$ cat src/rtl/muldiv_pkg.sv
package muldiv_pkg;
   typedef enum logic {
      MDU_MUL = 1'b0,
      MDU_DIV = 1'b1
   } mdu_op_e;
endpackage

$ cat src/rtl/mdu_seq_ctrl.sv
module mdu_seq_ctrl #(
   parameter int W  = 8,
   localparam int CW = (W > 2) ? $clog2(W) : 1
) (
   input  logic clk,
   input  logic rst_n,
   input  logic start,
   output logic accept,
   output logic step,
   output logic last,
   output logic busy,
   output logic done
);
   logic [CW-1:0] cnt_q;

   assign accept = start && !busy;
   assign step   = busy;
   assign last   = busy && (cnt_q == CW'(W - 1));

   always_ff @(posedge clk or negedge rst_n) begin
      if (!rst_n) begin
         busy  <= 1'b0;
         cnt_q <= '0;
         done  <= 1'b0;
      end else begin
         done <= 1'b0;
         if (accept) begin
            busy  <= 1'b1;
            cnt_q <= '0;
         end else if (busy) begin
            if (last) begin
               busy <= 1'b0;
               done <= 1'b1;
            end else begin
               cnt_q <= cnt_q + 1'b1;
            end
         end
      end
   end
endmodule

$ cat src/rtl/mdu_mul_step.sv
module mdu_mul_step #(
   parameter int W = 8
) (
   input  logic [W-1:0] hi,
   input  logic [W-1:0] lo,
   input  logic [W-1:0] mcand,
   output logic [W-1:0] hi_n,
   output logic [W-1:0] lo_n
);
   logic [W:0] sum;

   always_comb begin
      sum  = {1'b0, hi} + (lo[0] ? {1'b0, mcand} : '0);
      hi_n = sum[W:1];
      lo_n = {sum[0], lo[W-1:1]};
   end
endmodule

$ cat src/rtl/mdu_div_step.sv
module mdu_div_step #(
   parameter int W = 8
) (
   input  logic [W-1:0] rem,
   input  logic [W-1:0] quo,
   input  logic [W-1:0] dvsr,
   output logic [W-1:0] rem_n,
   output logic [W-1:0] quo_n
);
   logic [W:0]   trial;
   logic [W+1:0] diff;
   logic         fits;

   always_comb begin
      trial = {rem, quo[W-1]};
      diff  = {1'b0, trial} - {2'b00, dvsr};
      fits  = !diff[W+1];
      rem_n = fits ? diff[W-1:0] : trial[W-1:0];
      quo_n = {quo[W-2:0], fits};
   end
endmodule

$ cat src/rtl/mdu_seq.sv
module mdu_seq
   import muldiv_pkg::*;
#(
   parameter int W = 8
) (
   input  logic         clk,
   input  logic         rst_n,
   input  logic         start,
   input  logic         op_div,
   input  logic [W-1:0] opnd_a,
   input  logic [W-1:0] opnd_b,
   output logic [W-1:0] res_a,
   output logic [W-1:0] res_b,
   output logic         carry,
   output logic         ovf,
   output logic         done
);
   generate
      if (W < 2) begin : g_bad_width
         $error("mdu_seq: W must be at least 2");
      end
   endgenerate

   logic          accept, step, last, busy_q;
   mdu_op_e       op_q;
   logic [W-1:0]  opa_q, opb_q, hi_q, lo_q;
   logic [W-1:0]  m_hi, m_lo, d_hi, d_lo, nx_hi, nx_lo;
   logic          zero_div;

   mdu_seq_ctrl #(.W(W)) u_ctrl (
      .clk(clk), .rst_n(rst_n), .start(start),
      .accept(accept), .step(step), .last(last),
      .busy(busy_q), .done(done)
   );

   mdu_mul_step #(.W(W)) u_mul (
      .hi(hi_q), .lo(lo_q), .mcand(opa_q), .hi_n(m_hi), .lo_n(m_lo)
   );

   mdu_div_step #(.W(W)) u_div (
      .rem(hi_q), .quo(lo_q), .dvsr(opb_q), .rem_n(d_hi), .quo_n(d_lo)
   );

   assign nx_hi    = (op_q == MDU_DIV) ? d_hi : m_hi;
   assign nx_lo    = (op_q == MDU_DIV) ? d_lo : m_lo;
   assign zero_div = (op_q == MDU_DIV) && (opb_q == '0);
   assign carry    = 1'b0;

   always_ff @(posedge clk or negedge rst_n) begin
      if (!rst_n) begin
         op_q  <= MDU_MUL;
         opa_q <= '0;
         opb_q <= '0;
         hi_q  <= '0;
         lo_q  <= '0;
      end else if (accept) begin
         op_q  <= op_div ? MDU_DIV : MDU_MUL;
         opa_q <= opnd_a;
         opb_q <= opnd_b;
         hi_q  <= '0;
         lo_q  <= op_div ? opnd_a : opnd_b;
      end else if (step) begin
         hi_q <= nx_hi;
         lo_q <= nx_lo;
      end
   end

   always_ff @(posedge clk or negedge rst_n) begin
      if (!rst_n) begin
         res_a <= '0;
         res_b <= '0;
         ovf   <= 1'b0;
      end else if (last) begin
         if (zero_div) begin
            res_a <= opa_q;
            res_b <= opb_q;
            ovf   <= 1'b1;
         end else begin
            res_a <= nx_lo;
            res_b <= nx_hi;
            ovf   <= (op_q == MDU_MUL) && (nx_hi != '0);
         end
      end
   end
endmodule

$ cat config.mk
export PLATFORM = sky130hd
export DESIGN_NAME = mdu_seq
export DESIGN_NICKNAME = d
export VERILOG_FILES = /design/src/rtl/muldiv_pkg.sv /design/src/rtl/mdu_seq_ctrl.sv /design/src/rtl/mdu_mul_step.sv /design/src/rtl/mdu_div_step.sv /design/src/rtl/mdu_seq.sv
export SDC_FILE = /design/constraint.sdc
export NUM_CORES = 1
export LEC_CHECK = 0
export ABC_AREA = 1
export BUFFER_PORTS_ARGS = -buffer_cell sky130_fd_sc_hd__buf_2
export CORE_ASPECT_RATIO = 1.25
export CORE_UTILIZATION = 45
export CTS_CLUSTER_SIZE = 16
export DETAILED_ROUTE_END_ITERATION = 16
export MAX_ROUTING_LAYER = met4
export PLACE_DENSITY = 0.76
export SKIP_LAST_GASP = 1
export SLEW_MARGIN = 20
export SYNTH_ARGS = -nofsm -noshare
export SYNTH_HDL_FRONTEND = slang
export SYNTH_SLANG_ARGS = --single-unit
$ cat constraint.sdc
create_clock -name clk -period 2.99 [get_ports clk]
set_input_delay 0.299 -clock clk [delete_from_list [all_inputs] [get_ports clk]]
set_output_delay 0.299 -clock clk [all_outputs]
set_load 0.05 [all_outputs]
# == Yosys cells after proc, flatten, opt, wreduce, memory -nomap -nowiden ==
# Index checks and enable logic that the tools add are counted.
# totals
register_bits,55
inputBits,20
output_inout_bits,19
word_cells,49
# op_classes
add_sub_neg,3
eq_ne,2
n_mux,22
n_bitwise,1
reduce_logical,10
# op_table
operator,count
2-to-1 mux 8 bit,11
subtractor 9 x 8 -> 10 bit,1
adder 8 x 9 -> 9 bit,1
2-to-1 mux 3 bit,3
zero test 8 bit,1
2-to-1 mux 1 bit,8
nonzero test 8 bit,1
logical AND 1 bit,4
adder 3 x 1 -> 3 bit (second input constant),1
== test 3 bit (second input constant),1
zero test 1 bit,2
!= test 2 bit (second input constant),1
AND reduction 2 bit,1
nonzero test 2 bit,1
NOT 1 bit,1

# == Logic depth before layout (Yosys ltp) ==
# Gate-level depths: netlist (run 1).
# logic_depth
word_depth,6
depth_mapped,17
mapped_depth_nobuf,17

# == Modules after synthesis ==
# Synthesis (run 1) repeated with hierarchy kept, for this count alone.
# unflattened
hier_cells,538
area_unflattened_um2,3860.0
# by_module_without_submodules
mod,n_inst,cells_per_inst,area_each_um2,seq_area_each_um2
mdu_seq,1,315,2454.9,1251.2
mdu_div_step,1,112,670.6,0.0
mdu_mul_step,1,83,493.0,0.0
mdu_seq_ctrl,1,28,241.5,125.1

# == Worst setup path before layout (run 1) ==
# No wires, ideal clock.
# synth_path
path_type,flip-flop to flip-flop
start,reg lo_q[0]
end,reg ovf
setup_ps,127
arrival_time_ps,1991
t_required_ps,2863
slack_ps,872
stages_incl_launch_ff,18
path_buffers,1
synth_period_minus_slack_ps,2118
path_cell_list,dfrtp_1 > clkbuf_1 > nand2_1 > inv_1 > ha_1 > fa_1 > nand3_1 > nand2_1 > nand3_1 > nand2_1 > nand2_1 > nand3_1 > nand3_1 > nand2_1 > nor2_1 > nand2_1 > nand2_1 > a21oi_1
# synth_between
elab_chain_cells,6
# synth_rtl
item,line,source
"start, declared",mdu_seq.sv:26,"logic [W-1:0] opa_q, opb_q, hi_q, lo_q;"
"start signal, assigned",mdu_seq.sv:61,lo_q <= op_div ? opnd_a : opnd_b;
"start signal, assigned",mdu_seq.sv:64,lo_q <= nx_lo;
2-to-1 mux 8 bit,mdu_mul_step.sv:13,"sum = {1'b0, hi} + (lo[0] ? {1'b0, mcand} : '0);"
adder 8 x 9 -> 9 bit,mdu_mul_step.sv:13,
2-to-1 mux 8 bit,mdu_seq.sv:44,assign nx_hi = (op_q == MDU_DIV) ? d_hi : m_hi;
nonzero test 8 bit,mdu_seq.sv:81,ovf <= (op_q == MDU_MUL) && (nx_hi != '0);
logical AND 1 bit,mdu_seq.sv:81,
2-to-1 mux 1 bit,mdu_seq.sv:74,if (zero_div) begin
"end signal, assigned",mdu_seq.sv:81,
"end, declared",mdu_seq.sv:15,"output logic ovf,"
# Every way passes these cells.
# A chain may end at the register's enable or synchronous reset.

# == Worst setup path in the final report (run 1) ==
# Ends and elaborated chain as after synthesis.

==> results of run 1 <==
[cells by family after synthesis]
group / share of synthesized area (%)
and+or+nand+nor: 28.1
AOI/OAI and AO/OA: 13.2
buffers and inverters: 8.49
DFF: 40.8
adders and majority gates: 7.86
muxes: 0.890
xor gates and xnor gates: 0.519
other: 0.111
[through the flow]
step,setup WS [ns],area [um^2],hold slack [ns]
2_1_floorplan,0.872,3370,0.00341
3_3_place_gp,0.639,3630,0.446
3_5_place_dp,0.630,3630,0.451
4_1_cts,0.589,3740,0.0981
5_1_grt,0.382,3740,0.154
6_report,0.569,3740,0.0796
[cells in the final DEF (no fill, tap or decap), types with 3 or more instances in the layout]
cell and n:
o21ai_0 37, dfrtp_1 55, inv_1 55, o22ai_1 5, o21ai_1 6, a21oi_1 22, nand2_1 154, buf_2 37
ha_1 18, mux2i_1 3, nand4_1 5, nor2_1 18, or2_2 3, clkbuf_8 5, nand3_1 33, buf_4 5
[worst max-delay path by stage]
| stage | startpoint | endpoint | slack, ns |
|---|---|---|---|
| final | lo_q[0]$_DFFE_PN0P_ | ovf$_DFFE_PN0P_ | 0.57 |
| after global routing | lo_q[0]$_DFFE_PN0P_ | ovf$_DFFE_PN0P_ | 0.38 |
| after CTS | lo_q[0]$_DFFE_PN0P_ | ovf$_DFFE_PN0P_ | 0.59 |
| after detailed placement | lo_q[0]$_DFFE_PN0P_ | ovf$_DFFE_PN0P_ | 0.63 |
| after global placement | lo_q[0]$_DFFE_PN0P_ | ovf$_DFFE_PN0P_ | 0.64 |
| after floorplan | lo_q[0]$_DFFE_PN0P_ | ovf$_DFFE_PN0P_ | 0.87 |
[worst max-delay path: cells and delay by family (launching register included)]
| family | cells | cell delay, ns |
|---|---|---|
| XOR/XNOR | 1 | 0.17 |
| flip-flops | 1 | 0.50 |
| adder cells (fa/ha/maj) | 2 | 0.61 |
| AND/OR/NAND/NOR | 9 | 0.70 |
| AO/OA/AOI/OAI | 2 | 0.31 |
| buffers and inverters | 1 | 0.05 |
[synth_stat cells, types with 2 or more instances]
| master | instances | area (um^2) |
|---|---|---|
| a21oi_2 | 2 | 17.5 |
| ha_1 | 18 | 225 |
| o21ai_0 | 37 | 185 |
| xor2_1 | 2 | 17.5 |
| inv_1 | 55 | 206 |
| nand3_1 | 33 | 165 |
| dfrtp_1 | 55 | 1380 |
| or2_2 | 3 | 18.8 |
| fa_1 | 2 | 40.0 |
| nand3_2 | 2 | 20.0 |
| buf_4 | 2 | 15.0 |
| o21ai_1 | 6 | 30.0 |
| nand4_1 | 5 | 31.3 |
| a21oi_1 | 22 | 110 |
| o31ai_1 | 2 | 15.0 |
| nand2_1 | 154 | 578 |
| o221ai_1 | 2 | 17.5 |
| clkbuf_1 | 12 | 45.0 |
| nor2_1 | 18 | 67.6 |
| o22ai_1 | 5 | 31.3 |
| mux2i_1 | 3 | 30.0 |
[per-layer routing]
layer / wire (um) / up-vias
met4: 314 / 0
met5: 0 / -
met1: 3620 / 1457
met2: 4090 / 104
li1: - / 1539
met3: 364 / 29
[area by class of cell]
type	instances	area share [%]
multi-input cells	328	45.7
flip-flops and latches	55	36.8
repair buffers	42	5.95
inverters	56	5.61
well taps	90	3.01
clock buffers	6	1.94
clock inverters	2	1.04
[sequential cells by signal, indices dropped and copies added, names as in the netlist, 3 cells and up]
register / flops
res_a: 8
res_b: 8
opa_q: 8
lo_q: 8
opb_q: 8
u_ctrl.cnt_q: 3
hi_q: 8
==> metrics.txt, run 1 <==
setup total negative slack 0 ns; crit start category flip-flop; flops & latches, synth 55; min Tclk post-route 2.42 ns; Placed Cells 571; Worst Hold Class in -> async; Final #Nets 528; gr usage total 23.2%; IO Pins 39; Main synth FF type dfrtp_1; Hold Buf Count CTS 0; Non-Filler Instances 579; cells along the critical path nand2_1 > inv_1 > ha_1 > fa_1 > nand3_1 > nand2_1 > xor2_1 > nor2_1 > a21oi_1 > nand2_1 > nand2_1 > nor2_1 > nand2_1 > nand2_1 > a21oi_1; clk sinks 55; R2R cell count 15; clock skew 0.0121 ns; register-to-register setup slack 0.57 ns; Worst-Skew Late Latency 0.32 ns; MaxCap Viol Count 0; routed vias 3,129; WS Path Type reg -> reg; dpl hpwl 6500 um; gr busiest metal met2; part of the Yosys area used for sequential elements 40.8%; Post-Synthesis Cells 455; Async S/R FF share, synth 100%; routability cong. 0.960; area occupied by multi-input gates 1710 um^2; vias in the first global route 2,949; register area 1380 um^2; CTS clk-pin slew, worst paths 0.11 ns; I/O Buffers 37; layout overhead on the synthesized area 11.0%; reg2reg start lo_q[0]$_DFFE_PN0P_; GR Util met2 37.1%; Critical Path Slowest Stage Cell dfrtp_1; CTS Buffer Depth 2; CTS tree built; Initial DRT Pass Iterations 6; Worst-Margin Slew 0.855 ns; required time of the critical path 3.24 ns; WL final 8390 um; layout cells sized above 1 12.7%; Worst path max stage delay 0.50 ns; final setup fails 0; Routed Antenna Nets 0; RSZ-0062 raised after global routing no; pin count of the biggest net entering global routing 40; Yosys warning total 0; Iteration-0 DRC Markers 237; Die W 79.5 um; worst path arrival time 2.67 ns; R2R Path End ovf$_DFFE_PN0P_; status complete, no violations; CTS Root Cell clkbuf_8; Fillers 703; Final Max Tran Viols 0; die extent in y 98.8 um; CP dominant cell by count nand2_1; synthesized net count 495; period utilisation layout 81.0%; die area 7850 um^2; Post-route DRC 0; Vias per Instance 5.40; synthesized cell area 3370 um^2; gr ovfl total 0; met3 usage 2.96%; # rows 34; crit-path max FO 10; CP endpoint kind flip-flop; diode count 0; number of synthesized flops with an enable pin 0; Setup Fix Bufs, Post-CTS 0; Max-slew headroom 43.0%; final core utilization 52.7%; Netlist cell types 36; initial antenna violation count 0; Hold Fails Final Rpt 0; H-tree depth 2; grt met1 use 28.9%; fmax 413 MHz; first-pass GRT wire length 13,700 um; Post-CTS Resized 0; Avg Cell Area, Syn 7.42 um^2; Core Region 7100 um^2; CTS buffer count 5; initial core utilization 47.5%; Routed WL per cell 14.5 um
Power of run 1 is not shown: default switching activity piles up to over one toggle a cycle in this logic, so the estimate is an artifact.
==> inputs of run 2 (changes only) <==
- ABC_AREA: 1 -> 0
- clock period: 2.99 -> 2.5 ns (I/O delays scaled with it)
==> metrics.txt, run 2 <==
H-tree depth 2 (unchanged); period utilisation layout 114% (+33 points); Worst Hold Class in -> reg; post-route setup slack -0.349 ns (-0.918 ns); Async S/R FF share, synth 100% (unchanged); Worst path max stage delay 0.54 ns (+0.04 ns); routability cong. 0.898 (-6.5%); Netlist cell types 50 (+39%); first-pass GRT wire length 13,600 um (-0.61%); synthesized cell area 3350 um^2 (-0.63%); flops & latches, synth 55 (unchanged); number of synthesized flops with an enable pin 0 (unchanged); Final Max Tran Viols 0 (unchanged); Core Region 7100 um^2 (unchanged); MaxCap Viol Count 0 (unchanged); Main synth FF type dfrtp_1; min Tclk post-route 2.85 ns (+0.428 ns); IO Pins 39 (unchanged); I/O Buffers 37 (unchanged); Final #Nets 472 (-11%); Vias per Instance 5.66 (+4.8%); Worst-Skew Late Latency 0.32 ns (about the same); Avg Cell Area, Syn 9.89 um^2 (+33%); Hold Fails Final Rpt 0 (unchanged); final core utilization 59.9% (+7.2 points); layout cells sized above 1 36.3% (+24 points); crit start category flip-flop; Max-slew headroom 61.8% (+19 points); Critical Path Slowest Stage Cell or4_1; Die W 79.2 um (-0.31%); synthesized net count 379 (-23%); dpl hpwl 6330 um (-2.7%); die area 7800 um^2 (-0.62%); failing checks negative setup slack; fmax 351 MHz (-15%); die extent in y 98.5 um (-0.31%); Yosys warning total 0 (unchanged); Post-synth top cells 55 x dfrtp_1, 50 x o21ai_0, 47 x nand2_1, 21 x mux2i_1; clock skew 0.0108 ns (-0.00139 ns); Non-Filler Instances 523 (-9.7%); Initial DRT Pass Iterations 4 (-2); CTS buffer count 5 (unchanged); most frequent cell after synthesis dfrtp_1; post-layout instance area 4260 um^2 (+14%); WS Path Type reg -> reg; Post-route DRC 0 (unchanged); Iteration-0 DRC Markers 165 (-30%); Routed Antenna Nets 0 (unchanged); post-synth top area share 41.0% (+0.26 points); final setup fails 5 (+5); vias in the first global route 2,820 (-4.4%); Worst-Margin Slew 0.571 ns (-0.284 ns); gr usage total 23.3% (+0.059 points); CP Buf/Inv Count 0 (-1); CTS clk-pin slew, worst paths 0.11 ns (about the same); most common cell after layout, fill and taps aside buf_4; required time of the critical path 2.70 ns (-0.54 ns); Crit path max-delay family compound AO/OA/AOI/OAI gates; WL final 8690 um (+3.6%); status finished, violations left; CTS tree built; clk sinks 55 (unchanged); commonest non-fill, non-tap cells in the layout 64 x buf_4, 53 x dfrtp_1, 47 x nand2_1, 47 x o21ai_0, 37 x buf_2; layout overhead on the synthesized area 27.0%; routed vias 2,961 (-5.4%); gr ovfl total 0 (unchanged); Routed WL per cell 16.6 um (+15%); largest cells by area after synthesis dfrtp_1 41%, o21ai_0 7.5%, ha_1 6.7%, mux2i_1 6.3%, mux2_2 6.0%; placed inst area 4010 um^2 (+10%); pin count of the biggest net entering global routing 38 (-5.0%); biggest area consumer among synthesized cells dfrtp_1; initial core utilization 47.2% (-0.30 points); CP endpoint kind flip-flop; crit-path max FO 4 (-6); Fillers 582 (-17%); # rows 34 (unchanged); RSZ-0062 raised after global routing yes; Post-Synthesis Cells 339 (-25%); CTS Buffer Depth 2 (unchanged); cells along the critical path and2_1 > ha_1 > fa_2 > a211oi_2 > o21ai_1 > a21o_1 > a21oi_1 > a311oi_1 > or4_1 > o31ai_1 > a2bb2oi_1; Placed Cells 510 (-11%); part of the Yosys area used for sequential elements 41.0% (+0.26 points); diode count 0 (unchanged); initial antenna violation count 0 (unchanged); CTS Root Cell clkbuf_8; worst path arrival time 3.05 ns (+0.38 ns)
## run 2: cell count changes in the layout (fill, tap and decap cells not counted), moves of 10 or more
cell / before / now
nand2_1: 154 / 47
o21ai_0: 37 / 47
a21oi_1: 22 / 4
buf_4: 5 / 64
nand3_1: 33 / 6
inv_1: 55 / 15
mux2i_1: 3 / 21
nor2_1: 18 / 6
a22o_1: 1 / 11
mux2_2: 0 / 18
## run 2: metrics by stage
stage | TNS, ns | hold WS [ns] | worst slack (ns)
floorplan | -0.191 | -0.0456 | -0.191
global placement | -0.293 | 0.0569 | -0.224
detailed placement | -0.432 | 0.0543 | -0.323
CTS | -0.325 | 0.154 | -0.306
global route | -1.33 | 0.160 | -0.516
finish | -0.686 | 0.161 | -0.349
## run 2: cell families (layout without fill, tap and decap cells)
family	Yosys count	after routing	share of synthesized area [%]
xor+xnor	9	9	2.35
buf+inv	32	126	4.85
mux	39	39	12.3
fa+ha+maj	20	20	7.91
simple gates	90	90	12.6
compound gates	93	93	18.8
other cells	1	1	0.112
flops	55	55	41.0
## run 2: final cells by class
cell class | count | area, um^2 | share of cell area, %
Inverter | 16 | 60.1 | 1.41
Tap cell | 90 | 113 | 2.64
Clock inverter | 3 | 27.5 | 0.646
Sequential cell | 55 | 1380 | 32.4
Multi-Input combinational cell | 252 | 1930 | 45.4
Timing Repair Buffer | 102 | 676 | 15.9
Clock buffer | 5 | 68.8 | 1.62
## run 2: final timing paths
path	start	endpoint	slack [ns]	depth (start not counted)
max	lo_q[0]$_DFFE_PN0P_	ovf$_DFFE_PN0P_	-0.35	11
min	opnd_b[2]	opb_q[2]$_DFFE_PN0P_	0.16	3
max reg2reg	lo_q[0]$_DFFE_PN0P_	ovf$_DFFE_PN0P_	-0.35	11
min reg2reg	res_a[1]$_DFFE_PN0P_	res_a[1]$_DFFE_PN0P_	0.49	2
max in group asynchronous	rst_n	hi_q[2]$_DFFE_PN0P_	1.67	3
min in group asynchronous	rst_n	opb_q[7]$_DFFE_PN0P_	0.25	2
## run 2: worst register-to-register path: stages, from the launching register on
cell	delay (ns)
dfrtp_1	0.42
and2_1	0.15
ha_1	0.20
fa_2	0.36
a211oi_2	0.22
o21ai_1	0.12
a21o_1	0.19
a21oi_1	0.15
a311oi_1	0.08
or4_1	0.54
o31ai_1	0.22
a2bb2oi_1	0.09
## run 2: repair_timing
item	CTS	global route
pin swaps	1	5
hold buffers	1	0
gates resized for setup	4	18
endpoints found under the hold margin	29	0
setup endpoints to repair	5	7
setup buffers	0	4
## run 2: metal layers
layer	GRT usage, %	share of wire, %
met5	-	0
met2	38.9	52
met4	9.65	3.6
met3	2.59	4.9
met1	28.3	39
Power of run 2 is left out for the same reason.
